--- src/rtl/nanp_pkg.sv ---
// Shared class and policy encodings for the NaN result selector.
// Assumes the class codes are produced by an upstream operand decoder.
package nanp_pkg;

    typedef enum logic [1:0] {
        CLS_NUM   = 2'b00,
        CLS_QUIET = 2'b01,
        CLS_SIG   = 2'b10,
        CLS_RSVD  = 2'b11
    } nan_cls_e;

    typedef enum logic [1:0] {
        POL_SIGFIRST = 2'd0,
        POL_FIRST    = 2'd1,
        POL_SWITCH   = 2'd2,
        POL_MAG      = 2'd3
    } nan_pol_e;

    function automatic logic cls_is_nan(input logic [1:0] c);
        return (c == CLS_QUIET) || (c == CLS_SIG);
    endfunction

    function automatic logic cls_is_sig(input logic [1:0] c);
        return c == CLS_SIG;
    endfunction

    function automatic logic cls_is_quiet(input logic [1:0] c);
        return c == CLS_QUIET;
    endfunction

endpackage

--- src/rtl/nanp_rank.sv ---
// Magnitude ranking of two operand words for the magnitude policy.
// Reports whether operand a ranks above b: larger unsigned fraction first,
// then on a tie the numerically smaller sign-and-exponent field.
// Assumes FRAC_W < W.
module nanp_rank #(
    parameter int W      = 16,
    parameter int FRAC_W = 10
) (
    input  logic [W-1:0] op_a,
    input  logic [W-1:0] op_b,
    output logic         a_above
);
    localparam int HI_W = W - FRAC_W;

    logic [FRAC_W-1:0] frac_a, frac_b;
    logic [HI_W-1:0]   hi_a, hi_b;

    // Split the words and compare fraction first, upper field second.
    always_comb begin
        frac_a = op_a[FRAC_W-1:0];
        frac_b = op_b[FRAC_W-1:0];
        hi_a   = op_a[W-1:FRAC_W];
        hi_b   = op_b[W-1:FRAC_W];
        if (frac_a != frac_b) a_above = frac_a > frac_b;
        else                  a_above = hi_a < hi_b;
    end
endmodule

--- src/rtl/nanp_pick.sv ---
// Policy decision: picks operand b (1) or a (0) from the two class codes,
// the policy select, the use-first control and the magnitude ranking.
// Assumes classes come from nanp_pkg encodings; 2'b11 counts as a number.
module nanp_pick
    import nanp_pkg::*;
(
    input  logic [1:0] cls_a,
    input  logic [1:0] cls_b,
    input  logic [1:0] policy,
    input  logic       use_first,
    input  logic       a_above,
    output logic       take_b
);
    logic na, nb, sa, sb, qa, qb;

    // Decode class flags once for all policies.
    always_comb begin
        na = cls_is_nan(cls_a);
        nb = cls_is_nan(cls_b);
        sa = cls_is_sig(cls_a);
        sb = cls_is_sig(cls_b);
        qa = cls_is_quiet(cls_a);
        qb = cls_is_quiet(cls_b);
    end

    // Apply the selected priority scheme.
    always_comb begin
        take_b = 1'b1;
        unique case (nan_pol_e'(policy))
            POL_SIGFIRST: begin
                if (sa)      take_b = 1'b0;
                else if (sb) take_b = 1'b1;
                else if (qa) take_b = 1'b0;
                else         take_b = 1'b1;
            end
            POL_FIRST:  take_b = !na;
            POL_SWITCH: take_b = use_first ? !na : nb;
            POL_MAG: begin
                if (sa)      take_b = sb ? !a_above : qb;
                else if (qa) take_b = qb ? !a_above : 1'b0;
                else         take_b = 1'b1;
            end
            default: take_b = 1'b1;
        endcase
    end
endmodule

--- src/rtl/nanp_shape.sv ---
// Output shaping: quiets a chosen signaling operand in the configured
// polarity, or substitutes the default NaN when default mode is on.
// Assumes FRAC_W >= 2 so the secondary quiet bit exists.
module nanp_shape #(
    parameter int W      = 16,
    parameter int FRAC_W = 10
) (
    input  logic [W-1:0] chosen,
    input  logic         chosen_sig,
    input  logic         dflt_mode,
    input  logic         quiet_inv,
    output logic [W-1:0] shaped
);
    localparam int QB = FRAC_W - 1;

    logic [W-1:0] quieted;
    logic [W-1:0] dflt_nan;

    // Force the quiet marker according to polarity.
    always_comb begin
        quieted = chosen;
        if (quiet_inv) begin
            quieted[QB]   = 1'b0;
            quieted[QB-1] = 1'b1;
        end else begin
            quieted[QB]   = 1'b1;
        end
    end

    // Build the default NaN: positive, all-ones exponent, polarity fraction.
    always_comb begin
        dflt_nan                 = '0;
        dflt_nan[W-2:FRAC_W]     = '1;
        dflt_nan[FRAC_W-1:0]     = quiet_inv ? {1'b0, {(FRAC_W-1){1'b1}}}
                                             : {1'b1, {(FRAC_W-1){1'b0}}};
    end

    // Final output mux.
    always_comb begin
        if (dflt_mode)       shaped = dflt_nan;
        else if (chosen_sig) shaped = quieted;
        else                 shaped = chosen;
    end
endmodule

--- src/rtl/nanp_sel.sv ---
// Two-operand NaN result selector, top level. Combines ranking, policy
// pick and output shaping, then registers result, selection and invalid.
// Assumes cls_a/cls_b are valid for op_a/op_b in the same cycle.
module nanp_sel
    import nanp_pkg::*;
#(
    parameter int W      = 16,
    parameter int FRAC_W = 10
) (
    input  logic         clk,
    input  logic         rst_n,
    input  logic [W-1:0] op_a,
    input  logic [W-1:0] op_b,
    input  logic [1:0]   cls_a,
    input  logic [1:0]   cls_b,
    input  logic [1:0]   policy,
    input  logic         use_first,
    input  logic         dflt_mode,
    input  logic         quiet_inv,
    output logic [W-1:0] res,
    output logic         pick_b,
    output logic         invalid
);
    localparam int QB = FRAC_W - 1;

    logic         a_above;
    logic         take_b;
    logic [W-1:0] chosen;
    logic         chosen_sig;
    logic [W-1:0] shaped;
    logic         any_sig;

    nanp_rank #(.W(W), .FRAC_W(FRAC_W)) u_rank (
        .op_a(op_a), .op_b(op_b), .a_above(a_above)
    );

    nanp_pick u_pick (
        .cls_a(cls_a), .cls_b(cls_b), .policy(policy),
        .use_first(use_first), .a_above(a_above), .take_b(take_b)
    );

    // Route the chosen operand and its signaling status.
    always_comb begin
        chosen     = take_b ? op_b : op_a;
        chosen_sig = take_b ? cls_is_sig(cls_b) : cls_is_sig(cls_a);
        any_sig    = cls_is_sig(cls_a) || cls_is_sig(cls_b);
    end

    nanp_shape #(.W(W), .FRAC_W(FRAC_W)) u_shape (
        .chosen(chosen), .chosen_sig(chosen_sig), .dflt_mode(dflt_mode),
        .quiet_inv(quiet_inv), .shaped(shaped)
    );

    // Output register stage.
    always_ff @(posedge clk) begin
        if (!rst_n) begin
            res     <= '0;
            pick_b  <= 1'b0;
            invalid <= 1'b0;
        end else begin
            res     <= shaped;
            pick_b  <= take_b;
            invalid <= any_sig;
        end
    end

    // Marks that the output register holds a post-reset sample.
    logic primed;
    always_ff @(posedge clk) begin
        if (!rst_n) primed <= 1'b0;
        else        primed <= 1'b1;
    end

    assert_reset_clear_R1: assert property (@(posedge clk)
        !$past(rst_n) |-> (res == '0 && !pick_b && !invalid));

    assert_invalid_track_R7: assert property (@(posedge clk) disable iff (!rst_n)
        primed |-> invalid == ($past(cls_a) == 2'b10 || $past(cls_b) == 2'b10));

    assert_quiet_marker_R8: assert property (@(posedge clk) disable iff (!rst_n)
        (primed && !$past(dflt_mode) &&
         ((pick_b && $past(cls_b) == 2'b10) || (!pick_b && $past(cls_a) == 2'b10)))
        |-> (res[QB] == !$past(quiet_inv)));

    assert_default_pattern_R9: assert property (@(posedge clk) disable iff (!rst_n)
        (primed && $past(dflt_mode)) |->
        (res[W-1] == 1'b0 && &res[W-2:FRAC_W] &&
         res[QB] == !$past(quiet_inv) && res[QB-1:0] == {QB{$past(quiet_inv)}}));

    assert_pass_through_R10: assert property (@(posedge clk) disable iff (!rst_n)
        (primed && !$past(dflt_mode) &&
         !(pick_b ? $past(cls_b) == 2'b10 : $past(cls_a) == 2'b10))
        |-> res == (pick_b ? $past(op_b) : $past(op_a)));

    assert_sigfirst_a_R2: assert property (@(posedge clk) disable iff (!rst_n)
        (primed && $past(policy) == 2'd0 && $past(cls_a) == 2'b10) |-> !pick_b);

    assert_firstnan_a_R3: assert property (@(posedge clk) disable iff (!rst_n)
        (primed && $past(policy) == 2'd1 &&
         ($past(cls_a) == 2'b01 || $past(cls_a) == 2'b10)) |-> !pick_b);
endmodule

--- config.mk ---
export PLATFORM = sky130hd
export DESIGN_NAME = nanp_sel
export DESIGN_NICKNAME = d
export VERILOG_FILES = /design/src/rtl/nanp_pkg.sv /design/src/rtl/nanp_rank.sv /design/src/rtl/nanp_pick.sv /design/src/rtl/nanp_shape.sv /design/src/rtl/nanp_sel.sv
export SDC_FILE = /design/constraint.sdc
export NUM_CORES = 1
export LEC_CHECK = 0
export BUFFER_PORTS_ARGS = -buffer_cell sky130_fd_sc_hd__buf_2
export CORE_MARGIN = 1.5
export CORE_UTILIZATION = 40
export DETAILED_ROUTE_END_ITERATION = 12
export GPL_ROUTABILITY_DRIVEN = 0
export HOLD_SLACK_MARGIN = 0.03
export PLACE_DENSITY = 0.82
export SYNTH_ARGS = -nofsm -noshare
export SYNTH_HDL_FRONTEND = slang
export SYNTH_SLANG_ARGS = --single-unit
--- constraint.sdc ---
create_clock -name clk -period 3.1 [get_ports clk]
set_input_delay 0.775 -clock clk [delete_from_list [all_inputs] [get_ports clk]]
set_output_delay 0.775 -clock clk [all_outputs]
set_load 0.03 [all_outputs]
==> results.txt <==
----------------------------------------------------
[Detailed routing]
  Avg Vias per Cell ... between 4 and 5
  Routed wire length ... about 2.8 mm
  Number of routed nets with antenna violations ... 0
  WL per Instance ... between 10 and 15 um
  Residual DRC count ... 0
  DR pass1 iterations ... 4
  Total number of vias ... ~1300
  DRC marker count from the first detailed-route iteration ... 26

[Setup path]
  Cell-by-cell trace of the critical path ... buf_2, ha_1, a21oi_2, a211oi_1, a2111o_1, o22ai_2, a21oi_1, o22ai_2, mux2_2, o311a_1
  Max stage delay on crit path ... ~0.36 ns
  Worst path required time ... between 3 and 4 ns
  Nature of the critical path endpoint ... flip-flop
  Kind of critical path ... primary input to flip-flop
  Most frequent cell on the critical path ... sky130_fd_sc_hd__o22ai_2
  Maximum net fanout on the critical path ... 3
  Arr. time, crit path ... about 3 ns
  Count of buffer and inverter cells on the critical path ... 1
  Kind of cell with the highest combined delay on the critical path ... compound AO/OA/AOI/OAI gates
  Cell with the largest stage delay on the worst path ... sky130_fd_sc_hd__mux2_2
  Nature of the critical path startpoint ... primary input

[Layout]
  Commonest non-fill, non-tap cells in the layout ... sky130_fd_sc_hd__buf_2 (60), sky130_fd_sc_hd__inv_1 (25), sky130_fd_sc_hd__ha_1 (20), sky130_fd_sc_hd__dfxtp_1 (18), sky130_fd_sc_hd__nor3_1 (12)
  Area grow syn2layout ... 27.9%
  Nets ... between 200 and 300
  Share of cells above drive strength 1 ... around a third
  Count of inserted antenna diode cells ... 0
  Final core utilization ... 54.1%
  Most common cell after layout, fill and taps aside ... sky130_fd_sc_hd__buf_2

[Timing]
  Final Cycle Share ... between 80% and 90%
  Hold slack ... between 0.7 and 0.8 ns
  Setup tns final ... 0 ns
  Count of final hold-check violations ... 0
  Setup violators final ... 0
  Final min period ... between 2 and 3 ns
  Setup repair after global routing missed its margin ... false
  Worst Tran Pin Value ... around 0.56 ns
  Upper clock frequency limit ... 0.364 GHz
  Total count of max-transition violations in the final report ... 0
  Max transition margin ... between 60 and 70%

[Yosys]
  Synthesized Nets ... 212
  Combined area of all synthesized cells ... around 1300 um2
  Synthesized-area fraction occupied by ao, oa, aoi and oai cells ... between 20 and 25%
  Simple-gate portion of the synthesized area ... around 15%
  Gate count after technology mapping ... 149
  Main combinational cell family by area after synthesis ... compound AO/OA/AOI/OAI gates
  Share of synthesized area occupied by flip-flops and latches ... 27.9%
  Synth warn ... 0
  Post-synthesis cell type count ... 37
  Post-Synth Adder-Cell Area ... between 15 and 20%
  Synthesized flop and latch total ... 18
  Mean instance size in the synthesized netlist ... a little under 9 um2
  Proportion of synthesized area in mux cells ... roughly 3.2%
  Xor and xnor area share after synthesis ... 0%

[Floorplan]
  Initial standard-cell utilization of the core ... around 42%
  Die extent in y ... approximately 60 um
  Die Wd ... between 50 and 60 um
  Row Count ... 20
  I/O pin count ... 61
  Area of the placeable core ... between 3000 and 4000 um2
  Die Outline Area ... roughly 3600 um2

[Power and ir drop]
  Power per standard cell area ... 383 nW/um2
  Maximum vdd ir drop ... around 0.13 mV
  Sequential share of power ... between 40% and 50%
  Clock network fraction of design power ... 23.1%
  Power spent charging and discharging nets ... 218 uW
  Internal power ... 414 uW
  Pleak ... about 0.00087 uW
  Proportion of total power due to net switching ... about 34%
  Relative contribution of combinational cells to total power ... between 30% and 40%

[Worst hold path]
  Hold Path Class ... primary input to flip-flop

[Clock network]
  TritonCTS Sinks ... 18
  CTS Buf Count ... 3
  Post-CTS resize count ... 0
  Post-CTS Setup Inserts ... 0
  Cts hold-fix bufs ... 0
  Clock Pin Slew Worst Setup and Hold Paths ... about 0.11 ns
  Number of H-tree levels ... 1
  Maximum number of buffers from clock root to sink ... 2
  Root Buffer ... sky130_fd_sc_hd__clkbuf_4
  Clock tree from TritonCTS ... done

[Job]
  Max-Cap Viols ... 0

[Placed design]
  Post-detailed-placement half-perimeter wirelength ... between 2 and 2.5 mm
  Count of port buffers added during placement ... 60

[Global routing]
  First-pass GRT wire length ... approximately 4.8 mm
  Antenna violations before repair ... 0
  Vias in the first global route ... around 1200
  Largest net degree at the start of global routing ... 21
  GRT Util Overall ... 17.3%
  Total global routing overflow ... 0

[Outcome]
  Outcome ... completed

----------------------------------------------------
==> power groups by stage <==
stage / sequential, uW / combinational (uW) / clock, uW
3_3_place_gp: 262 / 226 / 0
6_report: 257 / 229 / 146
5_1_grt: 259 / 257 / 161
3_5_place_dp: 262 / 230 / 0
2_1_floorplan: 307 / 122 / 0
4_1_cts: 257 / 231 / 147
==> synth_stat cells, drive strengths merged <==
library cell,instances,area [um2]
o221ai,1,8.76
ha,20,250
nand4,3,18.8
nor2,8,30.0
a2111o,1,11.3
clkinv,1,3.75
a21oi,6,33.8
mux2,1,11.3
mux2i,3,30.0
nor3,12,60.1
a311oi,11,96.3
clkbuf,1,3.75
nand2,6,22.5
a22oi,1,7.51
a31oi,1,6.26
nand3b,1,7.51
a221oi,2,23.8
a211oi,1,7.51
o311a,1,10.0
o21ai,7,35.0
nor2b,1,6.26
o22ai,2,25.0
and3,1,6.26
nor3b,2,15.0
a21o,1,7.51
inv,25,93.8
nand3,4,20.0
o31ai,1,12.5
a22o,1,8.76
and2,1,6.26
dfxtp,18,360
buf,4,50.1
==> area by class of cell <==
cell class | count | area, um2
multi-input combinational | 100 | 778
tap | 44 | 55.1
fill | 314 | 1400
sequential | 18 | 360
clock buffer | 4 | 36.3
timing repair buffer | 63 | 323
inverter | 26 | 97.6
==> final timing paths <==
kind / from / end / slack (ns) / depth (start not counted)
max: op_a[4] / res[9] / 0.35 / 10
min: op_b[8] / res[8] / 0.75 / 3
==> flip-flops by register name, indices dropped and copies added, names as in the netlist <==
| register | flops |
|---|---|
| invalid | 1 |
| pick_b | 1 |
| res | 16 |
==> layer usage <==
metal | vias to the layer above | wire length [um] | GRT usage [%]
met5 | - | 0 | 0
met4 | 0 | 34 | 4.76
met3 | 4 | 142 | 2.38
met2 | 36 | 1280 | 29.2
met1 | 557 | 1350 | 22.9
li1 | 664 | - | -
==> metrics by stage <==
stage	instances	power [uW]	worst slack (ns)	cell area, um2
floorplan	149	429	0.230	1290
global placement	251	488	0.0747	1610
detailed placement	251	492	0.0264	1610
CTS	255	635	0.343	1650
global route	255	677	0.154	1650
finish	255	632	0.350	1650
==> logic make-up (layout without fill, tap and decap cells) <==
group,count (synthesis),after routing
buffers and inverters,31,93
adder cells (fa/ha/maj),20,20
multiplexers,4,4
AND/OR/NAND/NOR,39,39
AO/OA/AOI/OAI,37,37
flip-flops,18,18
Power figures use the tool's default switching activity.
